--- config.mk ---
export PLATFORM = sky130hd
export DESIGN_NAME = burst_addr_seq
export DESIGN_NICKNAME = d
export VERILOG_FILES = /design/src/rtl/bas_pkg.sv /design/src/rtl/bas_ctrl.sv /design/src/rtl/bas_addr_reg.sv /design/src/rtl/bas_order_map.sv /design/src/rtl/burst_addr_seq.sv
export SDC_FILE = /design/constraint.sdc
export NUM_CORES = 1
export LEC_CHECK = 0
export ABC_AREA = 1
export BUFFER_PORTS_ARGS = -buffer_cell sky130_fd_sc_hd__buf_4
export CAP_MARGIN = 0
export CORE_MARGIN = 2
export CORE_UTILIZATION = 40
export DETAILED_ROUTE_END_ITERATION = 10
export PLACE_DENSITY = 0.81
export SETUP_SLACK_MARGIN = 0.15
export SKIP_CTS_REPAIR_TIMING = 1
export SLEW_MARGIN = 20
export SYNTH_ARGS = -nofsm -noshare
export SYNTH_HDL_FRONTEND = slang
export SYNTH_SLANG_ARGS = --single-unit
--- constraint.sdc ---
create_clock -name clk -period 0.8 [get_ports clk]
set_clock_uncertainty 0.1 [all_clocks]
set_input_delay 0 -clock clk [delete_from_list [all_inputs] [get_ports clk]]
set_output_delay 0 -clock clk [all_outputs]
set_load 0.01 [all_outputs]
--- src/rtl/bas_pkg.sv ---
// Package: shared types and constants for the burst address sequencer.
// Assumes bursts are always four words, so the burst count is two bits wide.
package bas_pkg;
    localparam int BURST_W = 2;

    typedef enum logic {
        ORD_XOR    = 1'b0,
        ORD_LINEAR = 1'b1
    } order_e;
endpackage

--- src/rtl/bas_ctrl.sv ---
// Module: burst control state. It stores the valid flag, the access type, the
// ordering and the burst count. Assumes ld_n selects between load and advance;
// select and write enable matter only on load cycles.
module bas_ctrl
    import bas_pkg::*;
(
    input  logic               clk,
    input  logic               rst_n,
    input  logic               ld_n,
    input  logic               chip_sel,
    input  logic               wr_en,
    input  logic               lin_order,
    output logic [BURST_W-1:0] cnt_q,
    output order_e             ord_q,
    output logic               valid_q,
    output logic               wr_q,
    output logic               take_addr
);
    // Purpose: a selected load captures the external address.
    assign take_addr = !ld_n && chip_sel;

    // Purpose: load, deselect or advance the stored burst state.
    always_ff @(posedge clk) begin
        if (!rst_n) begin
            cnt_q   <= '0;
            ord_q   <= ORD_XOR;
            valid_q <= 1'b0;
            wr_q    <= 1'b0;
        end else if (!ld_n) begin
            if (chip_sel) begin
                cnt_q   <= '0;
                ord_q   <= lin_order ? ORD_LINEAR : ORD_XOR;
                valid_q <= 1'b1;
                wr_q    <= wr_en;
            end else begin
                valid_q <= 1'b0;
                wr_q    <= 1'b0;
            end
        end else if (valid_q) begin
            cnt_q <= cnt_q + 1'b1;
        end
    end
endmodule

--- src/rtl/bas_addr_reg.sv ---
// Module: start-address register. It holds the address captured on the last
// selected load. Assumes a deselect leaves the stored address unchanged.
module bas_addr_reg #(
    parameter int ADDR_W = 20
) (
    input  logic              clk,
    input  logic              rst_n,
    input  logic              take_addr,
    input  logic [ADDR_W-1:0] addr_in,
    output logic [ADDR_W-1:0] base_q
);
    // Purpose: capture the start address on a selected load.
    always_ff @(posedge clk) begin
        if (!rst_n)         base_q <= '0;
        else if (take_addr) base_q <= addr_in;
    end
endmodule

--- src/rtl/bas_order_map.sv ---
// Module: maps the start word and the burst count to the current low address
// bits. It is purely combinational. Assumes the count wraps at the burst length.
module bas_order_map
    import bas_pkg::*;
(
    input  logic [BURST_W-1:0] start_lo,
    input  logic [BURST_W-1:0] cnt,
    input  order_e             ord,
    output logic [BURST_W-1:0] addr_lo
);
    // Purpose: select the wrapping sum or the exclusive-or ordering.
    always_comb begin
        if (ord == ORD_LINEAR) addr_lo = start_lo + cnt;
        else                   addr_lo = start_lo ^ cnt;
    end
endmodule

--- src/rtl/burst_addr_seq.sv ---
// Module: top of the burst address sequencer. It combines the control state,
// the start-address register and the order map into the current address.
// Assumes ADDR_W is greater than the burst count width.
module burst_addr_seq
    import bas_pkg::*;
#(
    parameter int ADDR_W = 20
) (
    input  logic              clk,
    input  logic              rst_n,
    input  logic              ld_n,
    input  logic              chip_sel,
    input  logic              wr_en,
    input  logic              lin_order,
    input  logic [ADDR_W-1:0] addr_in,
    output logic [ADDR_W-1:0] addr_out,
    output logic              op_valid,
    output logic              op_write
);
    localparam int LOW_W = BURST_W;

    logic [LOW_W-1:0]  cnt_q;
    logic [LOW_W-1:0]  addr_lo;
    logic [ADDR_W-1:0] base_q;
    order_e            ord_q;
    logic              take_addr;
    logic              lin_q;

    bas_ctrl u_ctrl (
        .clk       (clk),
        .rst_n     (rst_n),
        .ld_n      (ld_n),
        .chip_sel  (chip_sel),
        .wr_en     (wr_en),
        .lin_order (lin_order),
        .cnt_q     (cnt_q),
        .ord_q     (ord_q),
        .valid_q   (op_valid),
        .wr_q      (op_write),
        .take_addr (take_addr)
    );

    bas_addr_reg #(.ADDR_W(ADDR_W)) u_base (
        .clk       (clk),
        .rst_n     (rst_n),
        .take_addr (take_addr),
        .addr_in   (addr_in),
        .base_q    (base_q)
    );

    bas_order_map u_map (
        .start_lo (base_q[LOW_W-1:0]),
        .cnt      (cnt_q),
        .ord      (ord_q),
        .addr_lo  (addr_lo)
    );

    // Purpose: expose the stored ordering as a flag for the checker.
    assign lin_q = (ord_q == ORD_LINEAR);

    // Purpose: upper bits come from the loaded address, low bits from the map.
    assign addr_out = {base_q[ADDR_W-1:LOW_W], addr_lo};
endmodule

* Word level (Yosys, flattened, before mapping)
Index checks and enable logic that the tools add are counted.
** Word-level totals
- Latch bits :: 0
- Memories :: 0
- Output and inout port bits :: 22
- Word-level logic and storage cells :: 22
- Bits of input ports :: 26
- Bits in writable memories :: 0
- ROM bits :: 0
- Register bits after elaboration :: 25
** Cells by class
- $mul :: 0
- Eq/ne operators :: 1
- Divide/modulo/power cells :: 0
- $lt $le $gt $ge :: 0
- Bitwise gates (word level) :: 2
- Reduce and logical (&&, ||, !) cells :: 5
- Shift operators :: 0
- $add $sub $neg :: 2
- Mux-type cells :: 7
** Operators with widths (number)
- $mux W2 :: 4
- $reduce_and A2 Y1 :: 2
- $mux W1 :: 3
- $add A2 B1 Y2 const B :: 1
- $add A2 B2 Y2 :: 1
- $ne A2 B1 Y1 const B :: 1
- $reduce_bool A2 Y1 :: 1
- $xor A2 B2 Y2 :: 1
- $logic_and A1 B1 Y1 :: 1
- $logic_not A1 Y1 :: 1
- $not A1 Y1 :: 1

* Longest topological paths before layout
- Depth in word-level cells :: 3
- Mapped depth :: 6
- Depth with buffers taken out :: 6

* Hierarchy
Synthesis repeated with hierarchy kept, for this count alone.
** Unflattened totals
- Cell total of the unflattened synthesis :: 169
- Area, all modules :: 1098.6 µm²
** Modules (own cells, without submodules)
- bas_addr_reg :: times used 1, area an instance 830.8 µm², cells an instance 126, sequential area each 400.4 µm²
- bas_ctrl :: times used 1, area an instance 207.7 µm², cells an instance 30, sequential area each 100.1 µm²
- bas_order_map :: times used 1, area an instance 60.1 µm², cells an instance 13, sequential area each 0.0 µm²

* Worst setup path before layout
OpenSTA, ideal clock, no wires.
- Kind :: reg-to-reg
- Start point :: reg u_ctrl.valid_q
- End point :: reg u_ctrl.cnt_q[1]
- Data required time :: 586 ps
- Setup time :: 114 ps
- Data arrival time :: 661 ps
- Path slack :: -75 ps
- Cell stages (with the launch flop) :: 4
- Path buffers :: 0
- Cell sequence :: dfxtp_1 > nand3_1 > a21oi_1 > nor2_1
** Between the ends
- Longest elaborated chain between the ends :: 2
** Ends and longest elaborated chain
- from (decl) :: RTL line bas_ctrl.sv:15 : output logic valid_q,
- from (signal assigned) :: RTL line bas_ctrl.sv:27 : valid_q <= 1'b0;
- from (signal assigned) :: RTL line bas_ctrl.sv:33 : valid_q <= 1'b1;
- from (signal assigned) :: RTL line bas_ctrl.sv:36 : valid_q <= 1'b0;
- $ne A2 B1 Y1 (no line)
- $reduce_and A2 Y1 (no line)
- to (signal assigned) :: RTL line bas_ctrl.sv:40 : cnt_q <= cnt_q + 1'b1;
- to (decl) :: RTL line bas_ctrl.sv:13 : output logic [BURST_W-1:0] cnt_q,
Every way passes these cells.
A chain may end at the register's enable or synchronous reset.

* Worst setup path after layout
- Start point :: reg u_base.base_q[0]
- End point :: out addr_out[1]
** Between the ends
- Longest elaborated chain between the ends :: 2
** Ends and longest elaborated chain
- from (decl) :: RTL line bas_addr_reg.sv:10 : output logic [ADDR_W-1:0] base_q
- from (signal assigned) :: RTL line bas_addr_reg.sv:15 : else if (take_addr) base_q <= addr_in;
- $add A2 B2 Y2 :: RTL line bas_order_map.sv:13 : if (ord == ORD_LINEAR) addr_lo = start_lo + cnt;
- $mux W2 :: RTL line bas_order_map.sv:13
- to (decl) :: RTL line burst_addr_seq.sv:16 : output logic [ADDR_W-1:0] addr_out,
Every way passes these cells.

==> impl_summary.txt <==
----------------------------------------------------
[Place]
  Routability-driven placement congestion ratio ... between 0.6 and 0.7
  DPL Wire Length ... 1780 um
  DP Cell Count ... 204
  Port Buffers ... 47
  Placement Setup Slack ... -0.224 ns

[Floorplanning]
  Effective utilization at floorplan ... 43.3%
  Full die area ... around 3200 sq um
  Die span in y ... between 50 and 60 um
  Chip Width ... around 56 um
  Number of standard-cell rows in the floorplan ... 18
  Core area ... 2520 sq um
  I/O pin total ... 48

[STA]
  Unrepaired setup endpoints after global routing ... true
  Maximum frequency from static timing analysis ... 764 MHz
  Total count of max-transition violations in the final report ... 0
  Post-route setup slack ... -0.509 ns
  Final critical-path required period ... roughly 1.3 ns
  Final hold violations ... 25
  WHS ... -0.171 ns
  Worst-margin pin slew ... 0.211 ns
  Period Utilization, post-route ... 164%
  Final setup vio count ... 25
  Relative slew slack ... between 80% and 90%

[Pwr]
  Leakage dissipation ... 0.771 nW
  Power per cell area ... 1520 nW/um^2
  Maximum VDD drop ... 1.12 mV

[GRT]
  Grt total ovfl ... 0
  Largest net degree at the start of global routing ... 25
  Number of global-route vias before repair ... ~900
  Total routing resource utilization after global routing ... 14.4%
  First-pass GRT wire length ... 3760 um
  Initial antenna violation count ... 0

[Drt]
  Count of routing violations after the opening detailed-route iteration ... 33
  Via Count ... 995
  DRT antenna net count ... 0
  Average via count per standard cell ... 4.69
  Routed length per placed instance ... around 13 um
  First-pass iteration count of the detailed router ... 6
  Overall routed net length ... around 2700 um
  DRC violation count after routing ... 0

[Critical path]
  Required time of the worst setup path ... 0.70 ns
  Slack of the worst reg-to-reg path ... -0.24 ns
  Critical path endpoint ... addr_out[1]
  Launching point of the worst reg2reg path ... u_ctrl.cnt_q[0]$_SDFFE_PN0P_
  Crit Path Category ... reg2out
  Type of destination of the critical path ... primary output
  End of the worst register-to-register path ... u_ctrl.cnt_q[1]$_SDFFE_PN0P_
  Max Fanout on Critical Path ... 2
  Count of cells along the worst register-to-register path ... 6
  Data arrival, critical path ... 1.21 ns
  Kind of launch point of the worst setup path ... register
  Launching instance or port of the critical path ... u_base.base_q[0]$_SDFFE_PN0P_

[Yosys]
  Simple-gate share of the synthesized area ... between 20% and 30%
  XOR/XNOR share of the synthesized area ... 0%
  Post-Syn Nets ... around 170
  Fraction of synthesized area in multiplexers ... 0%
  Number of storage elements in the synthesis netlist ... 25
  Library cells used by synthesis ... 17
  Post-Syn Instances ... 141
  Main combinational cell family by area after synthesis ... simple AND/OR/NAND/NOR gates
  Adder-Cell Fraction of Synth Area ... 1.15%
  Synth Area in Compound Gates ... 11.5%
  Cell area after synthesis ... between 1000 and 1500 sq um
  Mean Syn Cell Area ... 7.74 sq um
  Sequential fraction of the synthesis area ... between 40% and 50%
  Warnings, synthesis ... 0

[Final layout]
  Count of nets after finishing ... 210
  Fraction of layout cells with a size suffix above 1 ... 61.5%
  Multi-input logic area ... approximately 460 sq um
  Antenna cell count ... 0
  Register Area ... 533 sq um
  Most frequent cells in the layout ... sky130_fd_sc_hd__buf_4, sky130_fd_sc_hd__nor2_1, sky130_fd_sc_hd__buf_6, sky130_fd_sc_hd__dfxtp_2, sky130_fd_sc_hd__o21ai_0
  Final-layout fill cell count ... 188
  Most common cell after layout, fill and taps aside ... sky130_fd_sc_hd__buf_4
  Area growth syn-to-layout ... 53.1%
  Post-Layout Cell Count ... 212

[Clock tree]
  Clk_lat worst skew ... 0.30 ns
  Maximum number of buffers from clock root to sink ... 2
  CTS tree ... done
  Buffer cell driving the clock tree root ... sky130_fd_sc_hd__clkbuf_4
  Clock Sinks ... 25
  Total clock buffers created by CTS ... 3
  Register clock-pin slew on the reported worst setup and hold paths ... 0.13 ns
  CTS HTree Levels ... 1

[Worst hold path]
  Depth of the worst hold-timing path ... 3
  Min-Delay Path Class ... in2reg

[Outcome]
  Failing checks ... hold timing, setup timing
  Status ... complete, but fails checks

[Flow run]
  Total of max-cap violations ... 0

----------------------------------------------------
## worst min-delay path by stage
stage | slack (ns) | start | end
2_1_floorplan | 0.02 | rst_n | u_ctrl.valid_q$_SDFFE_PN0N_
3_3_place_gp | 0.13 | addr_in[6] | u_base.base_q[6]$_SDFFE_PN0P_
3_5_place_dp | 0.14 | addr_in[19] | u_base.base_q[19]$_SDFFE_PN0P_
4_1_cts | -0.17 | addr_in[19] | u_base.base_q[19]$_SDFFE_PN0P_
5_1_grt | -0.16 | addr_in[19] | u_base.base_q[19]$_SDFFE_PN0P_
6_report | -0.17 | addr_in[3] | u_base.base_q[3]$_SDFFE_PN0P_
## where the power goes
group / switching (mW) / internal, mW
clock network: 0.341 / 0.194
logic: 0.249 / 0.352
registers: 0.0674 / 1.34
## through the flow
step	utilization [%]	total power [mW]	hold slack (ns)	TNS [ns]	area, sq um
CTS	56.5	2.40	-0.174	-2.90	1430
detailed placement	55.5	1.87	0.144	-0.686	1400
global route	66.2	2.67	-0.164	-3.62	1670
global placement	55.5	1.85	0.133	-0.338	1400
floorplan	-	1.68	0.0242	-0.0806	1090
finish	66.2	2.54	-0.171	-2.60	1670
## area by class of cell
class,count,area share (%)
multi-input combinational,85,27.7
timing repair buffer,61,35.0
sequential,25,31.9
tap,30,2.25
clock buffer,4,1.57
inverter,7,1.57
## flip-flops by register name, summed over array words and instances, names as in the netlist
name            cells
u_base.base_q      20
u_ctrl.cnt_q        2
u_ctrl.ord_q        1
u_ctrl.valid_q      1
u_ctrl.wr_q         1
## critical path, cell delays in order (launching register included)
cell and delay (ns):
sky130_fd_sc_hd__dfxtp_2 0.37, sky130_fd_sc_hd__ha_4 0.13, sky130_fd_sc_hd__nand2_2 0.04, sky130_fd_sc_hd__nand3b_1 0.15, sky130_fd_sc_hd__nand2_1 0.08, sky130_fd_sc_hd__inv_2 0.04
sky130_fd_sc_hd__buf_6 0.11
## synthesized netlist by cell type
master | instances | area (sq um)
sky130_fd_sc_hd__buf_6 | 2 | 22.5
sky130_fd_sc_hd__buf_4 | 20 | 150
sky130_fd_sc_hd__nand3_1 | 1 | 5.00
sky130_fd_sc_hd__a21oi_1 | 3 | 15.0
sky130_fd_sc_hd__inv_2 | 2 | 7.51
sky130_fd_sc_hd__nand2_4 | 1 | 11.3
sky130_fd_sc_hd__o21ai_1 | 5 | 25.0
sky130_fd_sc_hd__clkbuf_4 | 1 | 7.51
sky130_fd_sc_hd__inv_1 | 5 | 18.8
sky130_fd_sc_hd__dfxtp_1 | 25 | 500
sky130_fd_sc_hd__nand2_1 | 12 | 45.0
sky130_fd_sc_hd__nor2_1 | 41 | 154
sky130_fd_sc_hd__buf_2 | 1 | 5.00
sky130_fd_sc_hd__nor2_2 | 3 | 18.8
sky130_fd_sc_hd__o21ai_0 | 17 | 85.1
sky130_fd_sc_hd__nand3b_1 | 1 | 7.51
sky130_fd_sc_hd__ha_1 | 1 | 12.5
## metal layers
layer	GRT usage (%)	part of all wire (%)	up-vias
met5	0	0	-
met4	3.06	2.7	0
met3	3.02	3.9	8
met2	26.7	53	27
met1	16.9	41	455
li1	-	-	505
## kinds of logic (layout without fill, tap and decap cells)
| family | after synthesis | count (layout) |
|---|---|---|
| adder cells (fa/ha/maj) | 1 | 1 |
| flip-flops | 25 | 25 |
| buffers and inverters | 31 | 72 |
| AO/OA/AOI/OAI | 25 | 25 |
| AND/OR/NAND/NOR | 59 | 59 |
Note: power is estimated with default switching activity, not from simulation.
